### config.mk
export PLATFORM = sky130hd
export DESIGN_NAME = dma_req_arbiter
export DESIGN_NICKNAME = d
export VERILOG_FILES = /design/src/rtl/dma_arb_pkg.sv /design/src/rtl/dma_in_sampler.sv /design/src/rtl/dma_arb_regs.sv /design/src/rtl/dma_prio_arb.sv /design/src/rtl/dma_req_arbiter.sv
export SDC_FILE = /design/constraint.sdc
export NUM_CORES = 1
export LEC_CHECK = 0
export BUFFER_PORTS_ARGS = -buffer_cell sky130_fd_sc_hd__buf_2
export CORE_MARGIN = 2
export CORE_UTILIZATION = 27
export CTS_CLUSTER_SIZE = 20
export DETAILED_ROUTE_END_ITERATION = 8
export PLACE_DENSITY_LB_ADDON = 0.12
export SETUP_SLACK_MARGIN = 0.02
export SYNTH_ARGS = -nofsm -noshare
export SYNTH_HDL_FRONTEND = slang
export SYNTH_SLANG_ARGS = --single-unit
### constraint.sdc
create_clock -name clk -period 1.9 [get_ports clk]
set_clock_uncertainty 0.15 [all_clocks]
set_input_delay 0.19 -clock clk [delete_from_list [all_inputs] [get_ports clk]]
set_output_delay 0.19 -clock clk [all_outputs]
set_load 0.01 [all_outputs]
### src/rtl/dma_arb_pkg.sv
package dma_arb_pkg;
  localparam int NCH  = 2;
  localparam int NREQ = NCH + 1;
  localparam int AW   = 3;
  localparam int DW   = 8;
  localparam int LOW_W = 2;

  localparam logic [AW-1:0] A_STAT  = 3'd0;
  localparam logic [AW-1:0] A_SWREQ = 3'd1;
  localparam logic [AW-1:0] A_CMASK = 3'd2;
  localparam logic [AW-1:0] A_GMASK = 3'd3;
  localparam logic [AW-1:0] A_CMD   = 3'd4;

  localparam int CMD_MODE_BIT = 4;
  localparam int STAT_TC_LSB  = 4;
  localparam logic [DW-1:0] CMD_RST = 8'h02;
endpackage

### src/rtl/dma_in_sampler.sv
module dma_in_sampler #(
  parameter int W = 3,
  parameter logic [W-1:0] RST_VAL = '0
) (
  input  logic         clk,
  input  logic         rst_n,
  input  logic         async_mode,
  input  logic [W-1:0] pin_i,
  output logic [W-1:0] smp_o
);
  for (genvar b = 0; b < W; b++) begin : g_bit
    logic st1, st2;
    always_ff @(posedge clk or negedge rst_n) begin
      if (!rst_n) begin
        st1 <= RST_VAL[b];
        st2 <= RST_VAL[b];
      end else begin
        st1 <= pin_i[b];
        st2 <= st1;
      end
    end
    assign smp_o[b] = async_mode ? st2 : st1;
  end
endmodule

### src/rtl/dma_arb_regs.sv
module dma_arb_regs
  import dma_arb_pkg::*;
(
  input  logic             clk,
  input  logic             rst_n,
  input  logic             wr_i,
  input  logic             rd_i,
  input  logic [AW-1:0]    addr_i,
  input  logic [DW-1:0]    wdata_i,
  input  logic [NCH-1:0]   tc_i,
  input  logic [NCH-1:0]   hw_pend_i,
  output logic [DW-1:0]    rdata_o,
  output logic [NCH-1:0]   swreq_o,
  output logic [NCH-1:0]   cmask_o,
  output logic             gmask_o,
  output logic [LOW_W-1:0] lowest_o,
  output logic             async_o
);
  logic [NCH-1:0] tc_seen;
  logic [DW-1:0]  cmd_q;
  logic           wr_sw, wr_cm, wr_gm, wr_cmd, rd_stat;

  assign wr_sw   = wr_i && (addr_i == A_SWREQ);
  assign wr_cm   = wr_i && (addr_i == A_CMASK);
  assign wr_gm   = wr_i && (addr_i == A_GMASK);
  assign wr_cmd  = wr_i && (addr_i == A_CMD);
  assign rd_stat = rd_i && (addr_i == A_STAT);

  always_ff @(posedge clk or negedge rst_n) begin
    if (!rst_n) begin
      swreq_o <= '0;
      cmask_o <= '1;
      gmask_o <= 1'b0;
      cmd_q   <= CMD_RST;
      tc_seen <= '0;
    end else begin
      swreq_o <= (swreq_o | (wr_sw ? wdata_i[NCH-1:0] : '0)) & ~tc_i;
      if (wr_cm)  cmask_o <= wdata_i[NCH-1:0];
      if (wr_gm)  gmask_o <= wdata_i[0];
      if (wr_cmd) cmd_q   <= wdata_i;
      tc_seen <= (rd_stat ? '0 : tc_seen) | tc_i;
    end
  end

  assign lowest_o = cmd_q[LOW_W-1:0];
  assign async_o  = cmd_q[CMD_MODE_BIT];

  always_comb begin
    rdata_o = '0;
    if (rd_i) begin
      case (addr_i)
        A_STAT: begin
          rdata_o[NCH-1:0]             = hw_pend_i;
          rdata_o[STAT_TC_LSB +: NCH]  = tc_seen;
        end
        A_SWREQ: rdata_o[NCH-1:0] = swreq_o;
        A_CMASK: rdata_o[NCH-1:0] = cmask_o;
        A_GMASK: rdata_o[0]       = gmask_o;
        A_CMD:   rdata_o          = cmd_q;
        default: rdata_o          = '0;
      endcase
    end
  end
endmodule

### src/rtl/dma_prio_arb.sv
module dma_prio_arb
  import dma_arb_pkg::*;
(
  input  logic             clk,
  input  logic             rst_n,
  input  logic [NREQ-1:0]  req_i,
  input  logic [LOW_W-1:0] lowest_i,
  output logic [NREQ-1:0]  gnt_o
);
  logic [LOW_W-1:0] low_idx;
  logic [NREQ-1:0]  pick, gnt_d;
  logic             found, hold;

  assign low_idx = (lowest_i >= LOW_W'(NREQ)) ? LOW_W'(NREQ - 1) : lowest_i;

  always_comb begin
    pick  = '0;
    found = 1'b0;
    for (int i = 0; i < NREQ; i++) begin
      if (!found && (i != int'(low_idx)) && req_i[i]) begin
        pick[i] = 1'b1;
        found   = 1'b1;
      end
    end
    if (!found && req_i[low_idx]) pick[low_idx] = 1'b1;
  end

  assign hold  = |(gnt_o & req_i);
  assign gnt_d = hold ? gnt_o : pick;

  always_ff @(posedge clk or negedge rst_n) begin
    if (!rst_n) gnt_o <= '0;
    else        gnt_o <= gnt_d;
  end
endmodule

### src/rtl/dma_req_arbiter.sv
module dma_req_arbiter
  import dma_arb_pkg::*;
(
  input  logic            clk,
  input  logic            rst_n,
  input  logic [NCH-1:0]  dreq_i,
  input  logic            eop_n_i,
  input  logic            ext_req_i,
  input  logic [NCH-1:0]  tc_i,
  input  logic            reg_wr_i,
  input  logic            reg_rd_i,
  input  logic [AW-1:0]   reg_addr_i,
  input  logic [DW-1:0]   reg_wdata_i,
  output logic [DW-1:0]   reg_rdata_o,
  output logic [NREQ-1:0] gnt_o,
  output logic            eop_o
);
  logic [NCH-1:0]   swreq, cmask, hw_smp, hw_eff;
  logic             gmask, async_mode, ext_q, eop_n_smp;
  logic [LOW_W-1:0] lowest_sel;
  logic [NREQ-1:0]  req_all;

  dma_in_sampler #(
    .W       (NCH + 1),
    .RST_VAL ({1'b1, {NCH{1'b0}}})
  ) u_smp (
    .clk        (clk),
    .rst_n      (rst_n),
    .async_mode (async_mode),
    .pin_i      ({eop_n_i, dreq_i}),
    .smp_o      ({eop_n_smp, hw_smp})
  );

  dma_arb_regs u_regs (
    .clk       (clk),
    .rst_n     (rst_n),
    .wr_i      (reg_wr_i),
    .rd_i      (reg_rd_i),
    .addr_i    (reg_addr_i),
    .wdata_i   (reg_wdata_i),
    .tc_i      (tc_i),
    .hw_pend_i (hw_smp),
    .rdata_o   (reg_rdata_o),
    .swreq_o   (swreq),
    .cmask_o   (cmask),
    .gmask_o   (gmask),
    .lowest_o  (lowest_sel),
    .async_o   (async_mode)
  );

  always_ff @(posedge clk or negedge rst_n) begin
    if (!rst_n) ext_q <= 1'b0;
    else        ext_q <= ext_req_i;
  end

  assign hw_eff  = hw_smp & ~cmask & ~{NCH{gmask}};
  assign req_all = {ext_q, hw_eff | swreq};
  assign eop_o   = ~eop_n_smp;

  dma_prio_arb u_arb (
    .clk      (clk),
    .rst_n    (rst_n),
    .req_i    (req_all),
    .lowest_i (lowest_sel),
    .gnt_o    (gnt_o)
  );
endmodule

==> results by group, run 1 <==
Status
  • Status: finished with violations
  • Failing checks: negative setup slack

Power and ir drop
  • Power Density: roughly 860 nW/um^2
  • VDD IR max: between 0.2 and 0.25 mV
  • P_leak: between 0.7 and 0.8 nW
  • Tot Pwr: between 1 and 1.5 mW

Setup path
  • Critical Path Start: u_regs.cmd_q[4]$_DFFE_PN0P_
  • Critical path type: register to primary output
  • CP Max Fanout: 2
  • Worst r2r src: u_regs.cmd_q[4]$_DFFE_PN0P_
  • Worst Path Required: ~1600 ps
  • Critical Path Sink Type: primary output
  • Worst Setup EP: reg_rdata_o[0]
  • Worst R2R End: u_arb.gnt_o[0]$_DFFE_PN0N_
  • Worst reg2reg setup slack: about 160 ps
  • Critical Path AT: 1600 ps
  • Reg2reg path depth: 5
  • Type of origin of the critical path: register

Global route
  • First-pass GRT wire length: between 4000 and 5000 um
  • Largest net degree at the start of global routing: 26
  • Grt total ovfl: 0
  • Vias in the first global route: approximately 1000
  • Initial antenna violation count: 0
  • Overall routing resource usage: 12.2%

Timing
  • Final worst setup slack: -39.0 ps
  • Slew @ Worst Pin: 559 ps
  • Hold WS: 10.9 ps
  • Maximum clock rate: slightly above 0.5 GHz
  • Final Hold Fails: 0
  • Min Tclk post-route: ~1900 ps
  • # setup viols final: 2
  • Post-route clock period utilization: 102%
  • Slew Viols, Final: 0
  • Max-slew headroom: between 60% and 70%
  • Unrepaired setup endpoints after global routing: true

Routing
  • Drt via density: ~4.7
  • Vias: approximately 960
  • Routed len/inst: approximately 13 um
  • Detailed-route wire length: 2750 um
  • M1 WL: ~1300 um
  • WL met3: around 130 um
  • DR DRC count: 0
  • Wire length on met2: 1330 um
  • Routed Antenna Nets: 0
  • First-pass DRT Iterations: 4
  • Top routing layer in use: met4
  • DRT iter0 DRCs: 26

Hold path
  • Hold Crit Depth: 2
  • Hold WC Path Type: input port to register

Die
  • Row count: 24
  • Core ar.: 4290 um^2
  • Die area: between 4000 and 5000 um^2
  • I/O Pins: 33
  • Initial core utilization: roughly 28%
  • Die Height: 70.4 um
  • Die Width: slightly above 70 um

Cells and area
  • Most common cell after layout, fill and taps aside: buf_2
  • Most frequent cells in the layout: buf_2, dfrtp_1, dlygate4sd3_1
  • Area Overhead vs Synth: 35.6%
  • Number of inserted diodes: 0
  • Final-stage net count: between 150 and 200
  • Layout cell share with drive strength beyond 1: about two fifths

Synth
  • Syn_nets: approximately 120
  • Post-synthesis sequential area ratio: between 50 and 60%
  • Synthesized cell area: around 1200 um^2
  • Syn. warnings: 0
  • Netlist cell types: 29
  • Register bit total from synthesis: 25
  • Gate Count Post-Synth: just over 100
  • Synth Area per Inst: roughly 12 um^2

Clock tree
  • Clock Latency Late Sink: approximately 270 ps
  • H-tree depth: 1
  • Clock Sinks: 25
  • Clock transition at path regs: 90 ps
  • CTS Buf Count: 3
  • Root Buffer: clkbuf_8
  • CTS tree: done
  • CTS Buffer Depth: 2

Placed design
  • Dpl hpwl: around 2000 um
  • Routability cong.: between 0.8 and 0.9
  • IO buf count: 32

Job
  • Maxcap violations: 0
repair_timing:
item,4_1_cts,5_1_grt
buffers inserted,1,0
setup endpoints to repair,2,2
endpoints found under the hold margin,33,0
pin swaps,2,3
hold buffers,12,0
resized for setup,3,0
cells in the mapped netlist (all sizes together):
cell	number	area share (%)
and2	1	0.53
o221a	1	0.95
a21oi	8	3.4
nor4bb	2	1.7
a21boi	2	1.3
a221oi	2	1.5
nor3	1	0.42
buf	2	0.84
o22ai	1	0.53
nand4b	1	0.74
o211ai	1	0.63
and3	6	3.2
a31oi	2	1.1
a211oi	1	0.63
clkbuf	2	0.63
nand2b	2	1.1
nand2	2	0.63
dfrtp	20	42
nor3b	1	0.63
a22oi	1	0.63
mux2	13	13
nor2	11	3.5
o21ai	1	0.42
a21o	4	2.5
inv	2	0.63
mux2i	6	5.0
dfstp	5	11
a22o	2	1.5
power breakdown:
group / internal [mW] / total [mW] / switching, mW / leakage (nW)
clock: 0.149 / 0.324 / 0.175 / 0.0217
sequential: 0.628 / 0.708 / 0.0797 / 0.290
combinational: 0.198 / 0.360 / 0.161 / 0.457
total: 0.975 / 1.39 / 0.416 / 0.769
cell type report:
cell class	instances	area [um^2]
clock buffer	3	41.3
clock inverter	1	7.51
fill	446	2680
inverter	2	7.51
multi-input combinational	72	538
sequential	25	632
tap	52	65.1
timing repair buffer	49	324
how the worst min path moves through the flow:
stage,start,end
floorplan,rst_n,ext_q$_DFF_PN0_
global placement,rst_n,u_arb.gnt_o[1]$_DFFE_PN0N_
detailed placement,rst_n,ext_q$_DFF_PN0_
CTS,reg_wdata_i[4],u_regs.cmd_q[4]$_DFFE_PN0P_
global route,reg_wdata_i[4],u_regs.cmd_q[4]$_DFFE_PN0P_
finish,reg_wdata_i[4],u_regs.cmd_q[4]$_DFFE_PN0P_
logic make-up (layout without fill, tap and decap cells):
| kind of cell | after synthesis | count (layout) | share of synthesized area (%) |
|---|---|---|---|
| simple gates | 27 | 27 | 12.3 |
| mux | 19 | 19 | 17.6 |
| flops | 25 | 25 | 53.0 |
| compound gates | 26 | 26 | 14.9 |
| buf+inv | 6 | 55 | 2.10 |
stage by stage:
stage / setup WS [ps] / util [%] / instance area, um^2 / instances / TNS (ps)
2_1_floorplan: 301 / - / 1190 / 103 / 0
6_report: -39.0 / 37.6 / 1620 / 204 / -45.0
3_3_place_gp: 229 / 33.3 / 1430 / 187 / 0
5_1_grt: -133 / 37.6 / 1620 / 204 / -237
3_5_place_dp: 172 / 33.3 / 1430 / 187 / 0
4_1_cts: -73.5 / 37.6 / 1620 / 204 / -102
critical path, cell delays in order, from the launching register on:
cell	delay, ps
dfrtp_1	400
mux2_4	310
mux2i_1	150
o22ai_1	110
o221a_2	250
buf_6	120
per-layer routing:
| metal | GRT usage [%] | up-vias |
|---|---|---|
| met5 | 0 | - |
| met3 | 3.03 | 4 |
| met2 | 19.7 | 20 |
| li1 | - | 476 |
| met4 | 5.13 | 0 |
| met1 | 15.6 | 456 |
state kept, by name, summed over array words and instances (netlist names):
signal           count
u_arb.gnt_o          3
u_regs.gmask_o       1
u_regs.swreq_o       2
u_smp.g_bit.st2      3
ext_q                1
u_smp.g_bit.st1      3
u_regs.cmd_q         8
u_regs.cmask_o       2
u_regs.tc_seen       2
Note: power is estimated with default switching activity, not from simulation.
==> inputs of run 2 (changes only) <==
--- a/config.mk
+++ b/config.mk
@@ -15,3 +15,4 @@
 export SYNTH_ARGS = -nofsm -noshare
 export SYNTH_HDL_FRONTEND = slang
 export SYNTH_SLANG_ARGS = --single-unit
+export TNS_END_PERCENT = 20
==> results by group, run 2 (synthesized netlist as in run 1, its figures left out) <==
Clock tree
  • CTS tree: done
  • H-tree depth: 1
  • CTS Buf Count: 3
  • Clock Sinks: 25
  • Root Buffer: clkbuf_8
  • CTS Buffer Depth: 2
  • Clock transition at path regs: about 90 ps
  • Clock Latency Late Sink: between 200 and 300 ps

Cells and area
  • Largest Register: u_regs.cmd_q
  • Number of inserted diodes: 0
  • Final Instance Area: 1620 um^2
  • Max FFs per register: 8
  • Most common cell after layout, fill and taps aside: buf_2
  • Most frequent cells in the layout: buf_2, dfrtp_1, dlygate4sd3_1
  • Fin cells: slightly above 200
  • Area Overhead vs Synth: 35.6%
  • Final-stage net count: 174
  • Layout cell share with drive strength beyond 1: between 30% and 40%

Die
  • Row count: 24
  • Initial core utilization: 27.7%
  • Die Height: between 70 and 80 um
  • Die area: about 5000 um^2
  • I/O Pins: 33
  • Core ar.: 4290 um^2
  • Die Width: just over 70 um

Global route
  • Largest net degree at the start of global routing: 26
  • Overall routing resource usage: about an eighth
  • Initial antenna violation count: 0
  • Grt total ovfl: 0
  • Top Usage Layer GRT: met2
  • First-pass GRT wire length: 4790 um
  • Vias in the first global route: between 1000 and 1500
  • Met3 Track Usage GR: just over 3%
  • GR Util met1: 15.6%
  • Global Route met2 Usage: roughly a fifth

Timing
  • Final worst setup slack: -39.3 ps
  • Slew @ Worst Pin: roughly 560 ps
  • Maximum clock rate: a little over 0.5 GHz
  • Final Hold Fails: 0
  • # setup viols final: 2
  • Min Tclk post-route: between 1500 and 2000 ps
  • Hold WS: between 8 and 9 ps
  • Slew Viols, Final: 0
  • Max-slew headroom: about 63%
  • Post-route clock period utilization: 102%
  • Unrepaired setup endpoints after global routing: true

Hold path
  • Hold WC Path Type: input port to register

Setup path
  • Critical Path Sink Type: primary output
  • Worst path slowest cell: dfrtp_1
  • Critical path type: register to primary output
  • CP delay by family, top: multiplexers
  • Type of origin of the critical path: register
  • Worst-path cell chain: mux2_4, mux2i_1, o22ai_1, o221a_2, buf_6
  • CP Max Fanout: 2
  • Critical Path AT: between 1500 and 2000 ps
  • Buf+Inv Stages, Crit Path: 1
  • Worst Path Required: between 1500 and 2000 ps
  • Worst path max stage delay: roughly 400 ps

Job
  • Maxcap violations: 0

Routing
  • Drt via density: approximately 4.7
  • DR DRC count: 0
  • Detailed-route wire length: ~2800 um
  • DRT iter0 DRCs: 27
  • Routed Antenna Nets: 0
  • First-pass DRT Iterations: 3
  • Routed len/inst: ~13 um
  • Vias: about 960

Power and ir drop
  • P_leak: 0.768 nW
  • Tot Pwr: between 1 and 1.5 mW
  • Power Density: ~860 nW/um^2
  • VDD IR max: approximately 0.24 mV

Placed design
  • Dpl hpwl: 2040 um
  • Placed Instances: ~190
  • Routability cong.: 0.812
  • Pre-CTS WS: ~170 ps
  • Cell Area, Placed: 1430 um^2
  • IO buf count: 32

Status
  • Failing checks: negative setup slack
  • Status: finished with violations
## run 2: cell types whose count changed in the layout (fill, tap and decap cells not counted)
| cell | before | now |
|---|---|---|
| a21boi_0 | 1 | 2 |
| a21boi_1 | 1 | 0 |
## run 2: final cells by class
class                           count  area, um^2
Clock buffer                        3        41.3
Clock inverter                      1        7.51
Fill cell                         446        2680
Inverter                            2        7.51
Multi-Input combinational cell     72         538
Sequential cell                    25         632
Tap cell                           52        65.1
Timing Repair Buffer               49         324
## run 2: path summary, 6_finish.rpt
kind | start | to | slack [ps] | cells past startpoint
worst max-delay path | u_regs.cmd_q[4]$_DFFE_PN0P_ | reg_rdata_o[0] | -40 | 5
worst min-delay path | reg_wdata_i[4] | u_regs.cmd_q[4]$_DFFE_PN0P_ | 9 | 2
worst max register to register | u_regs.cmd_q[4]$_DFFE_PN0P_ | u_arb.gnt_o[0]$_DFFE_PN0N_ | 160 | 5
worst min register to register | u_smp.g_bit[2].st1$_DFF_PN1_ | u_smp.g_bit[2].st2$_DFF_PN1_ | 220 | 0
max in group asynchronous | rst_n | u_smp.g_bit[2].st1$_DFF_PN1_ | 940 | 2
min in group asynchronous | rst_n | ext_q$_DFF_PN0_ | 280 | 2
## run 2: stage by stage
step,utilization [%],TNS (ps)
2_1_floorplan,-,0
3_5_place_dp,33.3,0
6_report,37.6,-51.5
4_1_cts,37.6,-124
5_1_grt,37.6,-248
3_3_place_gp,33.3,0
## run 2: repair_timing
item | in CTS | in global routing
hold buffers | 12 | 0
pin swaps | 2 | 1
endpoints found under the hold margin | 33 | 0
endpoints found under the setup margin | 2 | 2
setup buffers | 1 | 0
resized for setup | 2 | 0
## run 2: report_power, final
part	switching [mW]	internal [mW]
Combinational	0.161	0.198
Sequential	0.0797	0.628
Clock	0.176	0.149
## run 2: metal layers
layer / vias to the layer above / routed length [um] / part of all wire [%]
li1: 476 / - / -
met1: 456 / 1250 / 46
met2: 20 / 1330 / 48
met3: 4 / 128 / 4.7
met4: 0 / 40 / 1.5
met5: - / 0 / 0
